`src/rtl/nib_enc_pkg.sv`:
```
package nib_enc_pkg;

  localparam int SEC_BYTES = 256;
  localparam int AUX_N     = 86;
  localparam int GRP2_OFS  = 86;
  localparam int GRP3_OFS  = 172;
  localparam int N_SYNC    = 5;
  localparam int P_DATA    = N_SYNC + 3;
  localparam int N_DATA    = AUX_N + SEC_BYTES;
  localparam int P_BYTES   = P_DATA + AUX_N;
  localparam int P_CSUM    = P_DATA + N_DATA;
  localparam int N_NIBS    = P_CSUM + 1 + 4;

  typedef enum logic [1:0] {ST_IDLE, ST_GATHER, ST_EMIT} enc_state_t;

  // Legal disk code: top bit set, no more than one adjacent-zero pair,
  // some adjacent-one pair below the top bit, and not below 0x96.
  function automatic logic code_ok(input logic [7:0] c);
    return c[7] && (c >= 8'h96)
        && ($countones(~c[7:1] & ~c[6:0]) <= 1)
        && ((c[6:1] & c[5:0]) != 6'd0);
  endfunction

  // n-th legal code in ascending order
  function automatic logic [7:0] xlate(input logic [5:0] v);
    logic [6:0] n;
    logic [7:0] r;
    n = 7'd0;
    r = 8'hFF;
    for (int c = 128; c < 256; c++) begin
      if (code_ok(8'(c))) begin
        if (n == {1'b0, v}) r = 8'(c);
        n = n + 7'd1;
      end
    end
    return r;
  endfunction

  function automatic logic [1:0] swap2(input logic [1:0] x);
    return {x[0], x[1]};
  endfunction

endpackage

```
`src/rtl/aux_gather.sv`:
```
module aux_gather
  import nib_enc_pkg::*;
(
  input  logic       clk,
  input  logic       rst_n,
  input  logic       clr,
  input  logic       wr_en,
  input  logic [7:0] addr,
  input  logic [7:0] byte_in,
  input  logic [6:0] rd_idx,
  output logic [5:0] rd_val
);

  logic [5:0] aux_w [AUX_N];

  for (genvar i = 0; i < AUX_N; i++) begin : g_ent
    logic [5:0] ent;
    always_ff @(posedge clk or negedge rst_n) begin
      if (!rst_n) begin
        ent <= 6'd0;
      end else if (clr) begin
        ent <= 6'd0;
      end else if (wr_en) begin
        if ({1'b0, addr} == 9'(i))            ent[1:0] <= swap2(byte_in[1:0]);
        if ({1'b0, addr} == 9'(i + GRP2_OFS)) ent[3:2] <= swap2(byte_in[1:0]);
        if ({1'b0, addr} == 9'(i + GRP3_OFS)) ent[5:4] <= swap2(byte_in[1:0]);
      end
    end
    assign aux_w[i] = ent;
  end

  assign rd_val = (rd_idx < 7'(AUX_N)) ? aux_w[rd_idx] : 6'd0;

endmodule

```
`src/rtl/slot_timer.sv`:
```
module slot_timer #(
  parameter int SLOT_CLKS = 8000
) (
  input  logic clk,
  input  logic rst_n,
  input  logic run,
  input  logic load,
  output logic tick
);

  localparam int W = (SLOT_CLKS > 1) ? $clog2(SLOT_CLKS) : 1;
  localparam logic [W-1:0] LAST = W'(SLOT_CLKS - 1);

  logic [W-1:0] cnt;

  always_ff @(posedge clk or negedge rst_n) begin
    if (!rst_n)              cnt <= '0;
    else if (load)           cnt <= LAST;
    else if (run)            cnt <= (cnt == LAST) ? '0 : cnt + 1'b1;
  end

  assign tick = run && (cnt == LAST);

endmodule

```
`src/rtl/sector_nib_encoder.sv`:
```
module sector_nib_encoder
  import nib_enc_pkg::*;
#(
  parameter int SLOT_CLKS = 8000
) (
  input  logic       clk,
  input  logic       rst_n,
  input  logic       start,
  input  logic       wr_protect,
  output logic [7:0] rd_addr,
  input  logic [7:0] rd_data,
  output logic [7:0] nib_out,
  output logic       nib_vld,
  output logic       wr_mode,
  output logic       done,
  output logic       wp_err
);

  enc_state_t state;
  logic [7:0] gcnt;
  logic [8:0] pos;
  logic [5:0] prev;

  // named internal events
  wire start_ok    = (state == ST_IDLE) && start && !wr_protect;
  wire start_wp    = (state == ST_IDLE) && start && wr_protect;
  wire gather_last = (state == ST_GATHER) && (gcnt == 8'hFF);
  wire in_aux      = (pos >= 9'(P_DATA))  && (pos < 9'(P_BYTES));
  wire in_bytes    = (pos >= 9'(P_BYTES)) && (pos < 9'(P_CSUM));
  wire is_csum     = (pos == 9'(P_CSUM));
  wire slot_tick;

  logic [6:0] aux_idx;
  logic [5:0] aux_val;
  logic [5:0] cur_val;
  logic [7:0] code;
  logic [7:0] nib_next;

  slot_timer #(.SLOT_CLKS(SLOT_CLKS)) u_slot (
    .clk(clk), .rst_n(rst_n), .run(state == ST_EMIT),
    .load(gather_last), .tick(slot_tick)
  );

  aux_gather u_aux (
    .clk(clk), .rst_n(rst_n), .clr(start_ok), .wr_en(state == ST_GATHER),
    .addr(gcnt), .byte_in(rd_data), .rd_idx(aux_idx), .rd_val(aux_val)
  );

  assign aux_idx = 7'(9'(P_BYTES - 1) - pos);
  assign rd_addr = (state == ST_GATHER) ? gcnt : 8'(pos - 9'(P_BYTES));
  assign cur_val = in_aux ? aux_val : rd_data[7:2];
  assign code    = xlate(is_csum ? prev : (cur_val ^ prev));

  always_comb begin
    unique case (pos)
      9'd5:   nib_next = 8'hD5;
      9'd6:   nib_next = 8'hAA;
      9'd7:   nib_next = 8'hAD;
      9'd351: nib_next = 8'hDE;
      9'd352: nib_next = 8'hAA;
      9'd353: nib_next = 8'hEB;
      default: nib_next = (in_aux || in_bytes || is_csum) ? code : 8'hFF;
    endcase
  end

  always_ff @(posedge clk or negedge rst_n) begin
    if (!rst_n) begin
      state   <= ST_IDLE;
      gcnt    <= 8'd0;
      pos     <= 9'd0;
      prev    <= 6'd0;
      nib_out <= 8'd0;
      nib_vld <= 1'b0;
      wr_mode <= 1'b0;
      done    <= 1'b0;
      wp_err  <= 1'b0;
    end else begin
      nib_vld <= 1'b0;
      done    <= 1'b0;
      wp_err  <= 1'b0;
      unique case (state)
        ST_IDLE: begin
          if (start_wp) begin
            done   <= 1'b1;
            wp_err <= 1'b1;
          end else if (start_ok) begin
            state <= ST_GATHER;
            gcnt  <= 8'd0;
            pos   <= 9'd0;
            prev  <= 6'd0;
          end
        end
        ST_GATHER: begin
          gcnt <= gcnt + 8'd1;
          if (gather_last) begin
            state   <= ST_EMIT;
            wr_mode <= 1'b1;
          end
        end
        ST_EMIT: begin
          if (slot_tick) begin
            if (pos == 9'(N_NIBS)) begin
              done    <= 1'b1;
              wr_mode <= 1'b0;
              state   <= ST_IDLE;
            end else begin
              nib_out <= nib_next;
              nib_vld <= 1'b1;
              pos     <= pos + 9'd1;
              if (in_aux || in_bytes) prev <= cur_val;
            end
          end
        end
        default: state <= ST_IDLE;
      endcase
    end
  end

  // ---------------- assertions ----------------
  int gap;
  always_ff @(posedge clk or negedge rst_n) begin
    if (!rst_n)              gap <= 0;
    else if (nib_vld)        gap <= 1;
    else if (gap < SLOT_CLKS + 2) gap <= gap + 1;
  end

  p_slot_gap_r8: assert property (@(posedge clk) disable iff (!rst_n)
    (nib_vld && pos != 9'd1) |-> (gap == SLOT_CLKS));

  p_vld_in_write_r10: assert property (@(posedge clk) disable iff (!rst_n)
    nib_vld |-> wr_mode);

  p_done_read_r10: assert property (@(posedge clk) disable iff (!rst_n)
    done |-> !wr_mode);

  p_wp_abort_r9: assert property (@(posedge clk) disable iff (!rst_n)
    start_wp |=> (done && wp_err && !nib_vld && !wr_mode));

  p_err_with_done_r9: assert property (@(posedge clk) disable iff (!rst_n)
    wp_err |-> done);

  p_code_legal_r6: assert property (@(posedge clk) disable iff (!rst_n)
    (nib_vld && pos > 9'(P_DATA) && pos <= 9'(P_CSUM + 1)) |-> code_ok(nib_out));

endmodule

```
`config.mk`:
```
export PLATFORM = sky130hd
export DESIGN_NAME = sector_nib_encoder
export DESIGN_NICKNAME = d
export VERILOG_FILES = /design/src/rtl/nib_enc_pkg.sv /design/src/rtl/aux_gather.sv /design/src/rtl/slot_timer.sv /design/src/rtl/sector_nib_encoder.sv
export SDC_FILE = /design/constraint.sdc
export NUM_CORES = 1
export LEC_CHECK = 0
export BUFFER_PORTS_ARGS = -buffer_cell sky130_fd_sc_hd__buf_2
export CORE_ASPECT_RATIO = 0.6
export CORE_MARGIN = 8
export CORE_UTILIZATION = 30
export CTS_CLUSTER_DIAMETER = 60
export DETAILED_ROUTE_END_ITERATION = 8
export SETUP_SLACK_MARGIN = 0.5
export SLEW_MARGIN = 20
export SYNTH_ARGS = -nofsm -noshare
export SYNTH_HDL_FRONTEND = slang
export SYNTH_HIERARCHICAL = 1
export SYNTH_SLANG_ARGS = --single-unit
```
`constraint.sdc`:
```
create_clock -name clk -period 10.7 [get_ports clk]
set_input_delay 3.21 -clock clk [delete_from_list [all_inputs] [get_ports clk]]
set_output_delay 3.21 -clock clk [all_outputs]
set_load 0.05 [all_outputs]
```
==> qor.csv <==
stage,metric,value,unit
critical_path,required,11.26,ns
drt,drt_pre_antenna_iters,6,
synthesis,yosysSeqAreaShare,44.94,%
critical_path,worstPathArrival,7.53,ns
clock_tree,clock_path_buffers,3,
finish,num-nets-final,3199,
drt,drc,0,
die,rows,91,
clock_tree,post_cts_resized,0,
grt,grt_max_degree,210,
placement,gp_congestion,0.8880,
clock_tree,insertion_delay,0.63,ns
pwr,irDropWorstVdd,0.1803,mV
sta,slew_headroom,23.77,%
clock_tree,htreeDepth,2,
die,die_h,266.2,µm
clock_tree,cts_made_buffers,52,
clock_tree,cts_sinks,562,
finish,layout-drive-gt1-share,10.15,%
sta,hold_viol_final,0,
sta,timing.final.crit_share,65.13,%
finish,antennaDiodeCount,0,
synthesis,async_flop_share,100.0,%
synthesis,syn_area_per_cell,9.342,µm²
sta,rsz0062_at_grt,no,
sta,finClkSkew,0.02459,ns
placement,dp_hpwl,60880,µm
die,start_util,30.37,%
drt,drt-initial-drc-count,3406,
placement,dp_slack,4.075,ns
sta,layout_setup_ws,3.732,ns
drt,drtAntennaViolNets,0,
die,die-area,115300,µm²
synthesis,yosysWarnings,6,
grt,grt_pass1_wl,153900,µm
drt,wirelength,100200,µm
finish,area_growth,8.576,%
clock_tree,clockRootBuffer,clkbuf_16,
grt,grt_usage,16.71,%
drt,wl_per_cell,21.71,µm
synthesis,synth_top_flop_cell,dfrtp_1,
synthesis,synth_nets,3371,
clock_tree,cts_tree,done,
die,core_area,103000,µm²
synthesis,syn_area,31300,µm²
clock_tree,cts_hold_buf,0,
die,ios,32,
drt,routed_via_density,5.606,
die,die_width,433.0,µm
placement,port_buffers,31,
critical_path,crit_type,reg2reg,
sta,fin_setup_tns,0,ns
pwr,power_density,205.7,nW/µm²
critical_path,end_kind,flip-flop,
finish,fillers,10540,
job,cap_violations,0,
critical_path,critPathLaunchType,flip-flop,
status,status,completed,
sta,final_max_slew_viol_count,0,
sta,final-setup-viol-count,0,
synthesis,ys_ff_latch,562,
sta,finalCriticalPeriod,6.968,ns
sta,fmax,143.5,MHz
critical_path,cp_max_fo,37,
sta,worst_pin_slew,1.143,ns
grt,grt-ovfl-total,0,
grt,antenna_found_initial,1,
synthesis,syn_inst,3350,
clock_tree,cts_setup_buffers,0,
pwr,leakagePower,14.79,nW
clock_tree,clkTransAtPathRegs,0.07,ns
synthesis,synth_edf_count,0,
worst_hold_path,hp-class,reg2reg,
synthesis,ys_types,104,
grt,grt_pass1_vias,23990,
drt,num_vias,25880,
## Yosys cell counts (5+ instances only)
library cell | number | area share, %
nand4_1 | 11 | 0.22
ha_1 | 9 | 0.36
dfrtp_1 | 562 | 45
nor2b_1 | 17 | 0.34
o21ai_1 | 8 | 0.13
mux4_1 | 37 | 3.1
nand3_1 | 72 | 1.2
or2_2 | 5 | 0.10
a211oi_1 | 5 | 0.12
xnor2_1 | 11 | 0.31
o22ai_1 | 35 | 0.70
a221oi_1 | 5 | 0.14
o32ai_1 | 7 | 0.20
mux4_2 | 77 | 5.5
inv_1 | 24 | 0.29
buf_2 | 40 | 0.64
o21bai_1 | 6 | 0.14
o31ai_1 | 6 | 0.14
a21o_1 | 9 | 0.22
nand2b_1 | 28 | 0.56
nor3_1 | 14 | 0.22
a21oi_1 | 389 | 6.2
or3_1 | 6 | 0.12
mux2_2 | 23 | 0.83
a21boi_0 | 6 | 0.14
buf_4 | 12 | 0.29
mux2i_1 | 231 | 7.4
nor2_1 | 405 | 4.9
nor4_1 | 12 | 0.24
o21ai_0 | 340 | 5.4
a2111oi_0 | 5 | 0.14
nand2_1 | 528 | 6.3
clkbuf_1 | 216 | 2.6
buf_12 | 8 | 0.51
buf_1 | 9 | 0.11
a31oi_1 | 11 | 0.22
and2_1 | 7 | 0.14
a41oi_1 | 6 | 0.17
buf_6 | 12 | 0.43
o211ai_1 | 10 | 0.24
xor2_1 | 11 | 0.31
## layout by cell type (no fill, tap or decap), types with 6 or more instances in the layout
master	count
a21boi_0	6
a21o_1	9
a21oi_1	389
a31oi_1	11
a41oi_1	6
and2_1	7
buf_2	28
buf_4	42
clkbuf_1	8
clkbuf_16	52
clkbuf_8	14
clkinv_2	11
dfrtp_1	561
ha_1	9
inv_1	22
mux2_2	23
mux2i_1	231
mux4_1	37
mux4_2	77
nand2_1	521
nand2_2	7
nand2b_1	28
nand3_1	65
nand3_2	7
nand4_1	11
nor2_1	404
nor2b_1	17
nor3_1	13
nor4_1	11
o211ai_1	10
o21ai_0	340
o21ai_1	8
o21bai_1	6
o22ai_1	35
o31ai_1	6
o32ai_1	7
or3_1	6
xnor2_1	10
xor2_1	11
## critical path, stage by stage (launching register included)
cell	delay [ns]
dfrtp_4	0.80
inv_1	0.19
ha_1	0.32
inv_2	0.54
buf_4	0.54
nand2b_1	0.50
a211oi_1	0.34
a2111oi_0	0.11
nor4bb_1	0.77
o32ai_1	0.40
nand2b_1	0.25
a2111oi_1	0.50
a2111oi_4	0.14
a22oi_2	0.58
inv_1	0.15
a21o_1	0.20
a2111oi_2	0.40
a21o_1	0.16
## registers in the layout (all words and copies together) (netlist names), 2 cells and up
register         count
u_aux/g_ent.ent    512
pos                  9
u_slot/cnt          13
gcnt                 8
nib_out              8
prev                 6
state                2
## per-layer routing
layer / vias up / wire (µm) / track usage [%]
met5: - / 0 / 0
met4: 0 / 1678 / 2.906
met3: 131 / 12620 / 6.165
met2: 1304 / 38190 / 21.24
met1: 12950 / 47740 / 26.44
li1: 11500 / - / -
## per-stage QoR
step                      utilization, %  std cells  area, µm²  hold slack [ns]  total power [mW]
after floorplan                        -       3350      31300           0.4750             4.354
after global placement             31.27       4519      32220           0.4526             4.991
after CTS                          32.97       4616      33970           0.4770             6.977
after detailed placement           31.28       4519      32230           0.4578             5.016
after global routing               32.98       4616      33980           0.5045             7.318
final                              32.98       4616      33980           0.4722             6.989
## cells by family (layout without fill, tap and decap cells)
group / count (synthesis) / after routing / share of synthesized area, %
xor gates and xnor gates: 22 / 22 / 0.6157
muxes: 369 / 369 / 16.94
buffers and inverters: 331 / 202 / 5.137
DFF: 562 / 562 / 44.94
adders and majority gates: 9 / 9 / 0.3598
AOI/OAI and AO/OA: 911 / 911 / 16.44
and+or+nand+nor: 1146 / 1146 / 15.57
## layout make-up
type                    count  area [µm²]  share of cell area [%]
clock buffers              72        1496                   4.404
inverters                  27       108.9                  0.3203
flip-flops and latches    562       14070                   41.40
clock inverters            25       240.2                  0.7070
repair buffers             78       598.1                   1.760
multi-input cells        2457       15720                   46.27
well taps                1395        1745                   5.137
## power by group
| part | internal (mW) | switching [mW] | total, mW |
|---|---|---|---|
| logic | 0.822 | 1.43 | 2.25 |
| clock network | 1.04 | 0.913 | 1.95 |
| registers | 2.50 | 0.289 | 2.78 |
| total | 4.36 | 2.63 | 6.99 |
## worst paths after layout
| path | from | slack [ns] | to | cells after the start |
|---|---|---|---|---|
| worst max register to register | pos[1] | 3.73 | nib_out[1] | 17 |
| worst min-delay path | wr_mode | 0.47 | wr_mode | 1 |
| max in group asynchronous | rst_n | 6.04 | u_aux/g_ent[67].ent[5] | 3 |
| worst max-delay path | pos[1] | 3.73 | nib_out[1] | 17 |
| worst min register to register | wr_mode | 0.47 | wr_mode | 1 |
| min in group asynchronous | rst_n | 2.59 | u_aux/g_ent[9].ent[3] | 1 |
No activity file was read; power rests on OpenSTA's default activity.
